**src/rtl/rmw_pkg.sv**
```systemverilog
package rmw_pkg;
  localparam int HAW      = 8;
  localparam int NMEM     = 4;
  localparam int A_WDATA0 = 'h40;
  localparam int A_MASK   = 'h44;
  localparam int A_ENTRY  = 'h45;
  localparam int A_CTRL   = 'h47;
  localparam int A_RDATA0 = 'h48;

  typedef struct packed {
    logic [1:0] ramsel;
    logic       start;
    logic       updn;
    logic       wra;
    logic       rda;
  } ctrl_t;

  typedef enum logic [1:0] {
    TGT_PROC = 2'd0,
    TGT_DOWN = 2'd1,
    TGT_UP   = 2'd2,
    TGT_COLL = 2'd3
  } tgt_e;

  function automatic tgt_e tgt_of(ctrl_t c);
    if (c.ramsel[1])      return TGT_COLL;
    else if (c.ramsel[0]) return c.updn ? TGT_UP : TGT_DOWN;
    else                  return TGT_PROC;
  endfunction
endpackage

```
**src/rtl/rmw_regs.sv**
```systemverilog
module rmw_regs
  import rmw_pkg::*;
#(
  parameter int DW  = 32,
  parameter int NDW = 4,
  parameter int EW  = 6,
  localparam int IW = $clog2(NDW)
) (
  input  logic                     clk,
  input  logic                     rst_n,
  input  logic                     hst_wr,
  input  logic [HAW-1:0]           hst_addr,
  input  logic [DW-1:0]            hst_wdata,
  input  logic [HAW-1:0]           hst_raddr,
  output logic [DW-1:0]            hst_rdata,
  output logic                     go,
  input  logic                     done,
  input  logic                     cap_en,
  input  logic [IW-1:0]            cap_idx,
  input  logic [DW-1:0]            cap_data,
  output ctrl_t                    ctrl,
  output logic [NDW-1:0]           mask,
  output logic [NDW-1:0][DW-1:0]   wdat,
  output logic [EW-1:0]            entry
);
  logic [NDW-1:0][DW-1:0] rdat;
  logic ctrl_wr;

  assign ctrl_wr = hst_wr && (hst_addr == HAW'(A_CTRL)) && !ctrl.start;
  assign go      = ctrl_wr && hst_wdata[3];

  always_ff @(posedge clk) begin
    if (!rst_n) begin
      ctrl  <= '0;
      mask  <= '0;
      wdat  <= '0;
      rdat  <= '0;
      entry <= '0;
    end else begin
      if (done) begin
        ctrl.start <= 1'b0;
        ctrl.rda   <= 1'b0;
        ctrl.wra   <= 1'b0;
      end else if (ctrl_wr) begin
        ctrl <= ctrl_t'(hst_wdata[5:0]);
        if (hst_wdata[3]) begin
          if (hst_wdata[0])      mask <= '0;
          else if (hst_wdata[1]) mask <= '1;
        end
      end
      if (hst_wr && hst_addr == HAW'(A_MASK))  mask  <= hst_wdata[NDW-1:0];
      if (hst_wr && hst_addr == HAW'(A_ENTRY)) entry <= hst_wdata[EW-1:0];
      for (int i = 0; i < NDW; i++) begin
        if (hst_wr && hst_addr == HAW'(A_WDATA0 + i)) wdat[i] <= hst_wdata;
      end
      if (cap_en) rdat[cap_idx] <= cap_data;
    end
  end

  always_comb begin
    hst_rdata = '0;
    if (hst_raddr == HAW'(A_CTRL))  hst_rdata[5:0]     = ctrl;
    if (hst_raddr == HAW'(A_MASK))  hst_rdata[NDW-1:0] = mask;
    if (hst_raddr == HAW'(A_ENTRY)) hst_rdata[EW-1:0]  = entry;
    for (int i = 0; i < NDW; i++) begin
      if (hst_raddr == HAW'(A_WDATA0 + i)) hst_rdata = wdat[i];
      if (hst_raddr == HAW'(A_RDATA0 + i)) hst_rdata = rdat[i];
    end
  end
endmodule

```
**src/rtl/rmw_seq.sv**
```systemverilog
module rmw_seq #(
  parameter int NDW = 4,
  localparam int IW = $clog2(NDW)
) (
  input  logic           clk,
  input  logic           rst_n,
  input  logic           go,
  input  logic [NDW-1:0] mask,
  output logic           rd_req,
  output logic           wr_req,
  output logic           cap_en,
  output logic           done,
  output logic [IW-1:0]  idx
);
  typedef enum logic [1:0] {S_IDLE, S_RD, S_WB} st_e;
  localparam logic [IW-1:0] LAST = IW'(NDW - 1);

  st_e st;

  always_ff @(posedge clk) begin
    if (!rst_n) begin
      st  <= S_IDLE;
      idx <= '0;
    end else begin
      unique case (st)
        S_IDLE: if (go) begin
          st  <= S_RD;
          idx <= '0;
        end
        S_RD: st <= S_WB;
        S_WB: begin
          if (idx == LAST) st <= S_IDLE;
          else begin
            st  <= S_RD;
            idx <= idx + 1'b1;
          end
        end
        default: st <= S_IDLE;
      endcase
    end
  end

  assign rd_req = (st == S_RD);
  assign cap_en = (st == S_WB);
  assign wr_req = (st == S_WB) && mask[idx];
  assign done   = (st == S_WB) && (idx == LAST);
endmodule

```
**src/rtl/rmw_portsel.sv**
```systemverilog
module rmw_portsel
  import rmw_pkg::*;
#(
  parameter int DW = 32
) (
  input  tgt_e                 tgt,
  input  logic                 rd_req,
  input  logic                 wr_req,
  input  logic [NMEM*DW-1:0]   mem_rdata,
  output logic [NMEM-1:0]      mem_en,
  output logic [NMEM-1:0]      mem_we,
  output logic [DW-1:0]        rdata
);
  for (genvar p = 0; p < NMEM; p++) begin : g_port
    logic hit;
    assign hit       = (tgt == tgt_e'(p));
    assign mem_en[p] = hit && (rd_req || wr_req);
    assign mem_we[p] = hit && wr_req;
  end

  always_comb begin
    rdata = '0;
    for (int p = 0; p < NMEM; p++) begin
      if (tgt == tgt_e'(p)) rdata = mem_rdata[p*DW +: DW];
    end
  end
endmodule

```
**src/rtl/rmw_engine.sv**
```systemverilog
module rmw_engine
  import rmw_pkg::*;
#(
  parameter int DW  = 32,
  parameter int NDW = 4,
  parameter int AW  = 8,
  localparam int IW = $clog2(NDW),
  localparam int EW = AW - IW
) (
  input  logic                 clk,
  input  logic                 rst_n,
  input  logic                 hst_wr,
  input  logic [7:0]           hst_addr,
  input  logic [DW-1:0]        hst_wdata,
  input  logic [7:0]           hst_raddr,
  output logic [DW-1:0]        hst_rdata,
  output logic [3:0]           mem_en,
  output logic [3:0]           mem_we,
  output logic [AW-1:0]        mem_addr,
  output logic [DW-1:0]        mem_wdata,
  input  logic [4*DW-1:0]      mem_rdata
);
  ctrl_t                  ctrl;
  logic [NDW-1:0]         mask;
  logic [NDW-1:0][DW-1:0] wdat;
  logic [EW-1:0]          entry;
  logic                   go, done, rd_req, wr_req, cap_en;
  logic [IW-1:0]          idx;
  logic [DW-1:0]          sel_rdata;
  tgt_e                   tgt;

  assign tgt       = tgt_of(ctrl);
  assign mem_addr  = {entry, idx};
  assign mem_wdata = wdat[idx];

  rmw_regs #(.DW(DW), .NDW(NDW), .EW(EW)) u_regs (
    .clk, .rst_n, .hst_wr, .hst_addr, .hst_wdata, .hst_raddr, .hst_rdata,
    .go, .done, .cap_en, .cap_idx(idx), .cap_data(sel_rdata),
    .ctrl, .mask, .wdat, .entry
  );

  rmw_seq #(.NDW(NDW)) u_seq (
    .clk, .rst_n, .go, .mask, .rd_req, .wr_req, .cap_en, .done, .idx
  );

  rmw_portsel #(.DW(DW)) u_psel (
    .tgt, .rd_req, .wr_req, .mem_rdata, .mem_en, .mem_we, .rdata(sel_rdata)
  );
endmodule

```
**config.mk**
```make
export PLATFORM = sky130hd
export DESIGN_NAME = rmw_engine
export DESIGN_NICKNAME = d
export VERILOG_FILES = /design/src/rtl/rmw_pkg.sv /design/src/rtl/rmw_regs.sv /design/src/rtl/rmw_seq.sv /design/src/rtl/rmw_portsel.sv /design/src/rtl/rmw_engine.sv
export SDC_FILE = /design/constraint.sdc
export NUM_CORES = 1
export LEC_CHECK = 0
export ABC_AREA = 1
export BUFFER_PORTS_ARGS = -buffer_cell sky130_fd_sc_hd__buf_4
export CELL_PAD_IN_SITES_DETAIL_PLACEMENT = 1
export CELL_PAD_IN_SITES_GLOBAL_PLACEMENT = 1
export CORE_UTILIZATION = 40
export CTS_CLUSTER_DIAMETER = 80
export CTS_CLUSTER_SIZE = 8
export DETAILED_ROUTE_END_ITERATION = 8
export HOLD_SLACK_MARGIN = 0.03
export PLACE_DENSITY = 0.9
export SYNTH_ARGS = -nofsm -noshare
export SYNTH_HDL_FRONTEND = slang
export SYNTH_SLANG_ARGS = --single-unit
```
**constraint.sdc**
```tcl
create_clock -name clk -period 2.2 [get_ports clk]
set_input_delay 0.33 -clock clk [delete_from_list [all_inputs] [get_ports clk]]
set_output_delay 0.33 -clock clk [all_outputs]
set_load 0.05 [all_outputs]
```
==> impl_results.md <==
* Standard-cell rows at 66
* Depth of the CTS H-tree at 2
* Post-Layout Cell Count at 2561
* Max-slew violations at 0
* Most frequent cell after synthesis: o21ai_0
* Fmax at 391 MHz
* VDD IR max at 0.416 mV
* Worst EP arrival at about 2.2 ns
* Ports at 259
* Final Hold Viols at 0
* Net Count, Synth at 2052
* Crit path capture type: output pin
* TritonCTS buffer count at 40
* Relative slew slack at 23.7%
* CP required at 1.87 ns
* First drt pass iteration count at 7
* Die Wd at approximately 180 µm
* Worst Tran Pin Value at 1.14 ns
* Gr usage total at 35.5%
* Final core utilization at 56.6%
* Distinct cell type count after synthesis at 34
* Starting Density at between 40% and 50%
* Dpl hpwl at 40.5 mm
* Die area at 34100 µm²
* DRT iter0 DRCs at ~2600
* Crit path largest cell delay at 0.62 ns
* Remaining Overflow, GRT at 0
* Initial antenna violation count at 2
* Filler instances at 3942
* Vias in the first global route at 15699
* RSZ-0062 raised after global routing: true
* Area contributors post-synth: dfxtp_1 (41%), o21ai_0 (11%), nand2_1 (8.0%)
* Final critical-path required period at 2.55 ns
* Die height at approximately 180 µm
* P_leak at 7.92 nW
* Slowest stage cell on the critical path: dfxtp_1
* Failing checks: negative setup slack
* Crit Path Class: reg -> out
* Post-synth top area share at between 40 and 50%
* Buf/Inv on CP at 2
* Synth Flop Type: dfxtp_1
* Most frequent cells after synthesis: o21ai_0 (293), nand2_1 (284), dfxtp_1 (276)
* Fraction of registers with async set/reset at 0%
* Hold Buf Count CTS at 0
* Avg Cell Area, Syn at between 7 and 8 µm²
* Final net count at 2301
* Core area at 32700 µm²
* Hold WC Path Type: in -> reg
* Crit path launch type: register
* MaxCap Viol Count at 0
* Final setup vio count at 76
* Vias per cell at 6.70
* Dpl cells at 2490
* Clock transition at path regs at ~0.050 ns
* Synthesis Warnings at 0
* Final Cycle Share at 116%
* Layout cells sized above 1 at 29.2%
* CTS Buffer Depth at 3
* Area Overhead vs Synth at 38.9%
* Cells after Synth at 1869
* Synth Register Bits at 276
* Insertion delay to the later sink of the worst-skew pair at 0.55 ns
* Final setup margin at -0.355 ns
* Status: complete, but fails checks
* Setup tns final at -8.36 ns
* Routed wire length at roughly 75 mm
* Fin Clk Skew at 0.0347 ns
* Routed wire per std cell at about 29 µm
* First-pass GRT wire length at 92.6 mm
* Clock sink total at 276
* Sequential area share after synthesis at 41.4%
* CTS Root Cell: clkbuf_16
* Placer Congestion at 0.963
* Worst slack, placed at -0.132 ns
* Largest net degree at the start of global routing at 177
* CTS tree: done
* Pwr dens at 623 nW/µm²
* Largest area contributor in the netlist: dfxtp_1
* Worst-path cell chain: nor2_4 -> nor2_4 -> o21ai_4 -> a21oi_2 -> buf_6 -> a21oi_4 -> nor2_2 -> buf_6
* Top fanout value on the critical path at 4
* Mapped Area at 13300 µm²
* DRC Markers at 0
* CP delay by family, top: flip-flops
* Post-route ant nets at 0
* Via Count at 17148
* EDFF count, synth at 0
* Port bufs at 258
## layer usage
| layer | global-route usage [%] | routed length [µm] | up-vias |
|---|---|---|---|
| met1 | 47.0 | 27000 | 8126 |
| met5 | 0 | 94 | - |
| li1 | - | - | 6849 |
| met2 | 56.2 | 32600 | 1705 |
| met4 | 11.3 | 4980 | 4 |
| met3 | 8.85 | 10600 | 464 |
## final cells by class
cell class	count	area, µm²	share of cell area [%]
Multi-Input combinational cell	1337	7490	40.5
Sequential cell	276	5540	29.9
Timing Repair Buffer	344	3380	18.3
Clock buffer	41	1030	5.54
Tap cell	442	553	2.99
Inverter	118	485	2.62
Clock inverter	1	30.0	0.162
Timing Repair inverter	1	7.51	0.0406
Antenna cell	1	2.50	0.0135
## path summary, 6_finish.rpt
path	start	endpoint	slack, ns	depth (start not counted)
worst max-delay path	u_regs.mask[0]$_SDFFE_PN0P_	mem_en[1]	-0.35	8
worst max register to register	u_seq.idx[0]$_SDFFE_PN0P_	u_regs.rdat[107]$_SDFFE_PN0P_	-0.05	7
worst min-delay path	hst_wdata[24]	u_regs.wdat[24]$_SDFFE_PN0P_	0.05	3
worst min register to register	u_regs.rdat[115]$_SDFFE_PN0P_	u_regs.rdat[115]$_SDFFE_PN0P_	0.48	2
## report_power, final
part	leakage [nW]	total, mW	switching (mW)	internal, mW
sequential	2.22	5.01	0.00967	5.01
combinational	5.18	0.742	0.418	0.324
clock	0.519	5.79	2.41	3.38
## kinds of logic (layout without fill, tap and decap cells)
family,count (synthesis),after routing,share of synthesized area [%]
and+or+nand+nor,711,711,23.2
AOI/OAI and AO/OA,622,622,26.8
DFF,276,276,41.4
buffers and inverters,256,505,8.26
adders and majority gates,4,4,0.375
other,0,1,0
## flip-flops by register name, indices dropped and copies added, names as in the netlist
register      cells
u_regs.ctrl       6
u_regs.entry      6
u_regs.mask       4
u_regs.rdat     128
u_regs.wdat     128
u_seq.idx         2
u_seq.st          2
## through the flow
step                      hold WS (ns)  power (mW)  area, µm²
final                           0.0548        11.5      18500
after global routing            0.0889        11.7      18500
after global placement           0.461        5.75      16100
after CTS                       0.0514        11.2      17600
after floorplan                  0.433        5.37      13500
after detailed placement         0.467        5.77      16100
## worst register-to-register path, stage by stage (launching register included)
cell     delay, ns
dfxtp_4       0.48
buf_4         0.18
ha_1          0.28
nand2_1       0.33
nor2_1        0.24
inv_1         0.07
buf_4         0.25
o21ai_1       0.30
## placed cells by master (no fill, tap or decap), types with 4 or more instances in the layout
master       n
a211oi_1     6
a211oi_2    14
a21oi_1    191
a221oi_2    31
a22o_1       4
buf_12      20
buf_4      241
buf_6       59
buf_8       11
clkbuf_16   50
dfxtp_1    272
ha_1         4
inv_1       92
inv_2       17
inv_4        5
nand2_1    239
nand2_2     30
nand2_4     23
nand3_1     97
nand3_2     11
nand4_1     40
nor2_1     217
nor2_2      25
nor2_4      15
o211ai_1     4
o21ai_0    279
o21ai_1     51
o22ai_2     31
## what timing repair did
item	4_1_cts	5_1_grt
setup endpoints to repair	72	72
gates resized for setup	111	166
cloned	4	9
setup buffers	11	11
pin swaps	21	55
Note: power is estimated with default switching activity, not from simulation.
